--- src/rtl/cwt_pkg.sv ---
package cwt_pkg;

  typedef enum logic [1:0] {
    CAUSE_NONE   = 2'b00,
    CAUSE_INPUT  = 2'b01,
    CAUSE_FORCED = 2'b10
  } wake_cause_e;

  // interval length in hundredths of a millisecond for each select code
  function automatic int unsigned interval_cms(input logic [2:0] sel);
    case (sel)
      3'd0:    return 460;
      3'd1:    return 925;
      3'd2:    return 1850;
      3'd3:    return 3700;
      3'd4:    return 7400;
      3'd5:    return 9550;
      3'd6:    return 19100;
      default: return 38800;
    endcase
  endfunction

  // period in clock cycles for a given clock frequency in kHz
  function automatic int unsigned period_cycles(input logic [2:0] sel,
                                                input int unsigned clk_khz);
    int unsigned cyc;
    cyc = (clk_khz * interval_cms(sel)) / 100;
    if (cyc < 2) cyc = 2;
    return cyc;
  endfunction

endpackage

--- src/rtl/cwt_period_ctr.sv ---
module cwt_period_ctr #(
  parameter int unsigned CLK_KHZ = 1000,
  parameter int unsigned CNT_W   = 20
) (
  input  logic             clk,
  input  logic             rst_n,
  input  logic             lp_mode,
  input  logic [2:0]       period_sel,
  output logic [CNT_W-1:0] cnt_q,
  output logic [CNT_W-1:0] period_len,
  output logic             expire
);
  import cwt_pkg::*;

  localparam int unsigned N_CODES = 8;

  logic [2:0]       sel_q;
  logic [CNT_W-1:0] len_tab [N_CODES];

  for (genvar g = 0; g < N_CODES; g++) begin : g_len
    assign len_tab[g] = CNT_W'(period_cycles(3'(g), CLK_KHZ));
  end

  // select is captured only while awake
  always_ff @(posedge clk or negedge rst_n) begin
    if (!rst_n)        sel_q <= 3'd0;
    else if (!lp_mode) sel_q <= period_sel;
  end

  assign period_len = len_tab[sel_q];
  assign expire     = lp_mode && (cnt_q == period_len - CNT_W'(1));

  always_ff @(posedge clk or negedge rst_n) begin
    if (!rst_n)        cnt_q <= '0;
    else if (!lp_mode) cnt_q <= '0;
    else if (expire)   cnt_q <= '0;
    else               cnt_q <= cnt_q + CNT_W'(1);
  end

endmodule

--- src/rtl/cwt_window.sv ---
module cwt_window #(
  parameter int unsigned CNT_W  = 20,
  parameter int unsigned ON_CYC = 10
) (
  input  logic             lp_mode,
  input  logic             cyc_en,
  input  logic             hs_norm,
  input  logic [CNT_W-1:0] cnt_q,
  output logic             hs_drv,
  output logic             sample_stb
);
  localparam logic [CNT_W-1:0] ON_LEN  = CNT_W'(ON_CYC);
  localparam logic [CNT_W-1:0] ON_LAST = CNT_W'(ON_CYC - 1);

  logic in_win;

  assign in_win     = cnt_q < ON_LEN;
  assign hs_drv     = lp_mode ? (cyc_en && in_win) : hs_norm;
  assign sample_stb = lp_mode && cyc_en && (cnt_q == ON_LAST);

endmodule

--- src/rtl/cwt_wake_dec.sv ---
module cwt_wake_dec #(
  parameter int unsigned N_WK = 4
) (
  input  logic            clk,
  input  logic            rst_n,
  input  logic            lp_mode,
  input  logic            sense_en,
  input  logic            fwu_en,
  input  logic            sample_stb,
  input  logic            expire,
  input  logic [N_WK-1:0] wk_in,
  output logic            in_evt,
  output logic            frc_evt,
  output logic            wake_flag,
  output logic [1:0]      wake_cause
);
  import cwt_pkg::*;

  logic [N_WK-1:0] ref_q;
  wake_cause_e     cause_q;

  // reference level: tracks inputs while awake, refreshed at each sample
  always_ff @(posedge clk or negedge rst_n) begin
    if (!rst_n)                     ref_q <= '0;
    else if (!lp_mode || sample_stb) ref_q <= wk_in;
  end

  assign in_evt  = lp_mode && sense_en && sample_stb && (wk_in != ref_q);
  assign frc_evt = lp_mode && fwu_en && expire;

  always_ff @(posedge clk or negedge rst_n) begin
    if (!rst_n) begin
      wake_flag <= 1'b0;
      cause_q   <= CAUSE_NONE;
    end else if (!lp_mode) begin
      wake_flag <= 1'b0;
      cause_q   <= CAUSE_NONE;
    end else if (!wake_flag && (in_evt || frc_evt)) begin
      wake_flag <= 1'b1;
      cause_q   <= in_evt ? CAUSE_INPUT : CAUSE_FORCED;
    end
  end

  assign wake_cause = cause_q;

endmodule

--- src/rtl/cyclic_wake_timer.sv ---
module cyclic_wake_timer #(
  parameter int unsigned CLK_KHZ = 1000,
  parameter int unsigned ON_CYC  = (CLK_KHZ * 10 + 999) / 1000,
  parameter int unsigned N_WK    = 4
) (
  input  logic            clk,
  input  logic            rst_n,
  input  logic            lp_mode,
  input  logic [2:0]      period_sel,
  input  logic            cyc_en,
  input  logic            fwu_en,
  input  logic            sense_en,
  input  logic            hs_norm,
  input  logic [N_WK-1:0] wk_in,
  output logic            hs_drv,
  output logic            wake_flag,
  output logic [1:0]      wake_cause
);
  import cwt_pkg::*;

  localparam int unsigned MAX_P = period_cycles(3'd7, CLK_KHZ);
  localparam int unsigned CNT_W = $clog2(MAX_P + 1);

  logic [CNT_W-1:0] cnt_q;
  logic [CNT_W-1:0] period_len;
  logic             expire;
  logic             sample_stb;
  logic             in_evt;
  logic             frc_evt;

  cwt_period_ctr #(.CLK_KHZ(CLK_KHZ), .CNT_W(CNT_W)) u_ctr (
    .clk        (clk),
    .rst_n      (rst_n),
    .lp_mode    (lp_mode),
    .period_sel (period_sel),
    .cnt_q      (cnt_q),
    .period_len (period_len),
    .expire     (expire)
  );

  cwt_window #(.CNT_W(CNT_W), .ON_CYC(ON_CYC)) u_win (
    .lp_mode    (lp_mode),
    .cyc_en     (cyc_en),
    .hs_norm    (hs_norm),
    .cnt_q      (cnt_q),
    .hs_drv     (hs_drv),
    .sample_stb (sample_stb)
  );

  cwt_wake_dec #(.N_WK(N_WK)) u_dec (
    .clk        (clk),
    .rst_n      (rst_n),
    .lp_mode    (lp_mode),
    .sense_en   (sense_en),
    .fwu_en     (fwu_en),
    .sample_stb (sample_stb),
    .expire     (expire),
    .wk_in      (wk_in),
    .in_evt     (in_evt),
    .frc_evt    (frc_evt),
    .wake_flag  (wake_flag),
    .wake_cause (wake_cause)
  );

endmodule

--- config.mk ---
export PLATFORM = sky130hd
export DESIGN_NAME = cyclic_wake_timer
export DESIGN_NICKNAME = d
export VERILOG_FILES = /design/src/rtl/cwt_pkg.sv /design/src/rtl/cwt_period_ctr.sv /design/src/rtl/cwt_window.sv /design/src/rtl/cwt_wake_dec.sv /design/src/rtl/cyclic_wake_timer.sv
export SDC_FILE = /design/constraint.sdc
export NUM_CORES = 1
export LEC_CHECK = 0
export ABC_AREA = 0
export BUFFER_PORTS_ARGS = -buffer_cell sky130_fd_sc_hd__buf_4
export CAP_MARGIN = 0
export CORE_ASPECT_RATIO = 1.1
export CORE_MARGIN = 1.5
export CORE_UTILIZATION = 60
export DETAILED_ROUTE_END_ITERATION = 10
export PLACE_DENSITY = 0.83
export SYNTH_ARGS = -nofsm -noshare
export SYNTH_HDL_FRONTEND = slang
export SYNTH_SLANG_ARGS = --single-unit
export TNS_END_PERCENT = 20
--- constraint.sdc ---
create_clock -name clk -period 4.06 [get_ports clk]
set_input_delay 0.203 -clock clk [delete_from_list [all_inputs] [get_ports clk]]
set_output_delay 0.203 -clock clk [all_outputs]
set_load 0.02 [all_outputs]
* After elaboration in Yosys (flattened, before gate mapping) *
Memory sizes are Yosys's and may differ from the RTL's.
Index checks and enable logic that the tools add are counted.
Widths: inputs -> output; s select.

cells by class
  $add $sub $neg = 2
  order comparisons = 2
  muxes and demuxes = 10
  reductions and logical operators = 14
  multipliers = 0
  bitwise operators = 1
  div/mod/pow operators = 0
  shifts and indexed selects = 0
  equal/unequal tests = 4

operators by type and width
  cell                   number
  $mux 19                4
  $add 19x1->19 const B  1
  $eq 19x19->1           1
  $eq 19x4->1 const B    1
  $lt 19x4->1 const B    1
  $sub 19x1->19 const B  1
  $logic_and 1x1->1      10
  $mux 2                 3
  $ge 4x4->1 const B     1
  $ne 4x4->1             1
  $not 3->4              1
  $mux 1                 3
  $logic_not 1->1        2
  $logic_or 1x1->1       2
  $ne 2x1->1 const B     1

word-level totals
  output and inout port bits = 4
  bits in latches = 0
  register bits after elaboration = 29
  memories kept = 1
  bits in read-only memories = 152
  bits in writable memories = 0

memory list
  memory            depth  width  rd ports  clocked after Yosys merged registers in  wr ports  line                  RTL
  (name not given)  8      19     1         0                                        0         cwt_period_ctr.sv:30  assign period_len = len_tab[sel_q];

* Longest topological paths before layout *
  word-level depth = 12
  mapped depth = 13
  gate-level depth less buffers = 10

* By module *
A second synthesis with hierarchy kept.

second synthesis, totals
  cells, all modules = 297
  area, all modules = 2,527.4 um^2

by module, submodules not included
  module          area each (um^2)  times used  cells an instance
  cwt_period_ctr  2,105.8           1           254
  cwt_wake_dec    349.1             1           30
  cwt_window      72.6              1           13

* Worst setup path before layout *
Ideal clock, no wire load.

  path type = reg2reg
  start point = reg u_ctr.sel_q[0]
  end point = reg u_ctr.cnt_q[14]
  setup slack = 1.024 ns
  arrival time = 2.917 ns
  cell stages (with the launch flop) = 14
  required time = 3.941 ns
  path through = dfrtp_1 -> clkbuf_1 -> inv_1 -> ha_1 -> buf_2 -> mux2i_1 -> ha_1 -> inv_2 -> nor4_1 -> nand3_1 -> o21a_1 -> o41ai_4 -> buf_6 -> nor2_2

between the ends
  cells in the longest elaborated chain, start to end = 9

RTL lines
  item                                         line                  RTL
  start: declaration                           cwt_period_ctr.sv:17  logic [2:0] sel_q;
  start signal: assignment                     cwt_period_ctr.sv:27  else if (!lp_mode) sel_q <= period_sel;
  $not 3->4 (not written as such)              cwt_period_ctr.sv:30
  $mem_v2 8x19                                 n/a
  $mux 19 (not written as such) (2 in series)  cwt_period_ctr.sv:30
  $sub 19x1->19                                cwt_period_ctr.sv:31  assign expire = lp_mode && (cnt_q == period_len - CNT_W'(1));
  $eq 19x19->1                                 cwt_period_ctr.sv:31
  $logic_and 1x1->1                            cwt_period_ctr.sv:31
  $mux 19                                      cwt_period_ctr.sv:36  else if (expire) cnt_q <= '0;
  $mux 19                                      cwt_period_ctr.sv:35  else if (!lp_mode) cnt_q <= '0;
  end signal: assignment                       cwt_period_ctr.sv:37  else cnt_q <= cnt_q + CNT_W'(1);
  end: declaration                             cwt_period_ctr.sv:9   output logic [CNT_W-1:0] cnt_q,

No other way between the ends. The select of a mux whose other input is x is not followed.
A chain may end at the register's enable or synchronous reset.

* Worst setup path in the final report *
  start point = reg u_ctr.sel_q[1]
  end point = reg u_dec.cause_q[0], in the netlist u_dec.wake_cause[0]

between the ends
  cells in the longest elaborated chain, start to end = 11

RTL lines
  item                                         line                  RTL
  $not 3->4 (not written as such)              cwt_period_ctr.sv:30
  $mem_v2 8x19                                 n/a
  $mux 19 (not written as such) (2 in series)  cwt_period_ctr.sv:30
  $sub 19x1->19                                cwt_period_ctr.sv:31
  $eq 19x19->1                                 cwt_period_ctr.sv:31
  $logic_and 1x1->1                            cwt_period_ctr.sv:31
  $logic_and 1x1->1                            cwt_wake_dec.sv:29    assign frc_evt = lp_mode && fwu_en && expire;
  $logic_or 1x1->1                             cwt_wake_dec.sv:38    end else if (!wake_flag && (in_evt || frc_evt)) begin
  $logic_and 1x1->1                            cwt_wake_dec.sv:38
  $ne 2x1->1 (no line)                         n/a
  end signal: assignment                       cwt_wake_dec.sv:40    cause_q <= in_evt ? CAUSE_INPUT : CAUSE_FORCED;
  end: declaration                             cwt_wake_dec.sv:20    wake_cause_e cause_q;

No other way between the ends. The select of a mux whose other input is x is not followed.

==> summary.txt <==
Timing
  • Max Slew Vio Count: 0
  • Final setup fails: 0
  • Final Critical Period: 3340 ps
  • Setup Skew: 6.82 ps
  • RSZ-0062 raised after global routing: no
  • Setup total negative slack: 0 ps
  • Endpoints failing hold: 0
  • Tcrit/Tclk final: 82.2%
  • Maximum clock rate: 300 MHz
  • Worst slew pin tran: 529 ps
  • Max-slew headroom: 64.8%

Synth
  • EDFF count, synth: 0
  • Synthesized area: 2260 um2
  • Syn nets: 277
  • FF+latch count, synth: 29
  • Library cells used by synthesis: 53
  • Yosys warns: 0
  • Mapped Avg Cell Area: approximately 9 um2
  • Seq/Total Area, Yosys: 32.1%
  • Cell count after synthesis: 255
  • Ys async rst share: 100%
  • Synth Flop Type: dfrtp_1

Global route
  • Antenna violations before repair: 0
  • Vias in the first global route: 1,696
  • Total gr overflow: 0
  • All-layer global routing usage: 26.8%
  • Largest net degree at the start of global routing: 30
  • Global-route wire length before repair: 8130 um

Pwr
  • Tot Pwr: 0.000732 W
  • Sequential Power Share: 43.4%
  • PwrDens: 298 nW/um2
  • Switching power total: ~0.00023 W
  • Clock power share: about 32%
  • Internal power component: around 0.0005 W
  • VDD IR max: 0.226 mV
  • Switching share of power: 31.9%
  • Leak: between 0.9 and 1 nW
  • Power share of the combinational group: 24.5%

Clocking
  • Maximum clock path buffer count: 2
  • Worst-path clk slew: approximately 70 ps
  • CTS buffer count: 5
  • Skew-Pair Late Insertion Delay: 290 ps
  • CTS tree: done
  • Clock Sinks: 29
  • Cts repair resizes: 0
  • CTS H-Tree Depth: 2
  • Root Buffer Master: clkbuf_8

Floorplan
  • Die area: 4140 um2
  • Starting Density: 62.3%
  • Die Wd: between 60 and 70 um
  • Core Area: about 3600 um2
  • Height of the chip: between 60 and 70 um
  • Row cnt: 23
  • Ports: 18

Min path
  • HP Start: period_sel[0]
  • Hold Crit Class: input port to flip-flop
  • Hold Crit Depth: 2
  • Hold Path End: u_ctr.sel_q[0]$_DFFE_PN0N_

Worst setup path
  • Data required, critical path: 4240 ps
  • WS Path Type: flip-flop to flip-flop
  • Setup crit end kind: flip-flop
  • Crit-path cells: ha_1, mux2i_1, ha_1, xnor2_1, xnor2_1, o22ai_1, nand3b_1, or4b_1, o21a_1
  • CP delay by family, top: adder cells
  • Worst reg2reg setup slack: between 700 and 800 ps
  • Origin of the critical flop-to-flop path: u_ctr.sel_q[1]$_DFFE_PN0N_
  • RR Endpoint: u_dec.wake_cause[0]$_DFFE_PN0P_
  • Peak per-stage delay on the critical path: 670 ps
  • Slowest cell on crit path: dfrtp_1
  • CP bufs+invs: 0
  • Arr. time, crit path: about 3500 ps
  • Cells on worst reg2reg path: 9
  • Worst Setup SP: u_ctr.sel_q[1]$_DFFE_PN0N_
  • Worst Path Max Fanout: 18
  • CP startpoint kind: flip-flop

Cells and area
  • Most common cell after layout, fill and taps aside: dfrtp_1
  • Antenna cell count: 0
  • Final net count: about 290
  • Share of layout cells above drive strength 1: 18.9%
  • Area grow syn2layout: 8.64%
  • Most frequent cells in the layout: dfrtp_1 (29), nor2_1 (23), buf_4 (19), nand2_1 (16), xnor2_1 (16)
  • Final Util: approximately two thirds

Placement
  • DP HPWL: ~3600 um
  • Global placer's final weighted congestion: 0.957
  • Port buffer count: 17

Detailed routing
  • Residual DRC: 0
  • Wire per inst: 16.0 um
  • Routed WL: 5030 um
  • DR pass1 iterations: 5
  • Number of routed nets with antenna violations: 0
  • DR vias/cell: 5.88
  • Vias: ~1,800
  • DR iter-0 viols: between 100 and 150

Flow run
  • Max_cap viols: 0

Run status
  • Status: finished, final reports clean
==> layer usage <==
layer	GRT usage, %	part of all wire (%)	vias up
met5	0	0	-
met4	13.3	2.7	0
met3	6.51	5.0	13
met2	38.0	46	53
met1	37.5	46	860
li1	-	-	920
==> power by group through the flow <==
stage	sequential (W)	combinational, W	clock (W)
floorplan	0.000311	0.000148	0
global placement	0.000322	0.000173	0
detailed placement	0.000323	0.000177	0
CTS	0.000317	0.000179	0.000241
global route	0.000320	0.000197	0.000253
finish	0.000318	0.000180	0.000234
==> worst max-delay path by stage <==
stage                     slack [ps]  cells past startpoint                         endpoint
final                            720                      9  u_dec.wake_cause[0]$_DFFE_PN0P_
after global routing             470                      9  u_dec.wake_cause[0]$_DFFE_PN0P_
after CTS                        760                      9  u_dec.wake_cause[0]$_DFFE_PN0P_
after detailed placement         750                      9  u_dec.wake_cause[0]$_DFFE_PN0P_
after global placement           880                      9  u_dec.wake_cause[0]$_DFFE_PN0P_
after floorplan                 1020                     13        u_ctr.cnt_q[14]$_DFF_PN0_
==> what timing repair did <==
| action | CTS | global route |
|---|---|---|
| endpoints found under the hold margin | 29 | 0 |
| hold buffers | 1 | 0 |
| buffers inserted | 0 | 0 |
==> cell type report <==
cell class                      instances  area, um2
Clock buffer                            5       68.8
Clock inverter                          3       17.5
Fill cell                             315       1170
Inverter                               10       37.5
Multi-Input combinational cell        197       1390
Sequential cell                        29        726
Tap cell                               50       62.6
Timing Repair Buffer                   20        153
==> cells in the mapped netlist (all sizes together), types with 6 or more instances <==
cell | count | area share, %
nor2 | 33 | 6.6
nand3 | 9 | 2.0
xnor2 | 16 | 6.2
o21ai | 9 | 2.0
inv | 10 | 1.7
xor2 | 13 | 5.0
nand4 | 9 | 2.5
ha | 8 | 4.4
a21oi | 6 | 1.3
clkbuf | 10 | 1.7
dfrtp | 29 | 32
nor3 | 7 | 1.6
mux2 | 7 | 3.5
buf | 9 | 3.0
nand2 | 16 | 2.7
==> sequential cells by signal (all words and copies together), names as in the netlist <==
| signal | cells |
|---|---|
| u_ctr.cnt_q | 19 |
| u_ctr.sel_q | 3 |
| u_dec.ref_q | 4 |
| u_dec.wake_cause | 2 |
| u_dec.wake_flag | 1 |
==> through the flow <==
stage	worst slack (ps)	hold WS (ps)	std cells	area [um2]
6_report	724	146	314	2450
4_1_cts	755	142	314	2450
3_3_place_gp	876	143	305	2360
5_1_grt	469	149	314	2450
2_1_floorplan	1020	-92.6	255	2260
3_5_place_dp	748	147	305	2360
==> cell families after synthesis <==
logic type / count (synthesis) / share of synthesized area, %
simple gates: 113 / 28.3
flops: 29 / 32.1
compound gates: 35 / 11.7
fa+ha+maj: 9 / 4.93
mux: 11 / 5.26
buf+inv: 29 / 6.37
xor+xnor: 29 / 11.2
Power figures use the tool's default switching activity.
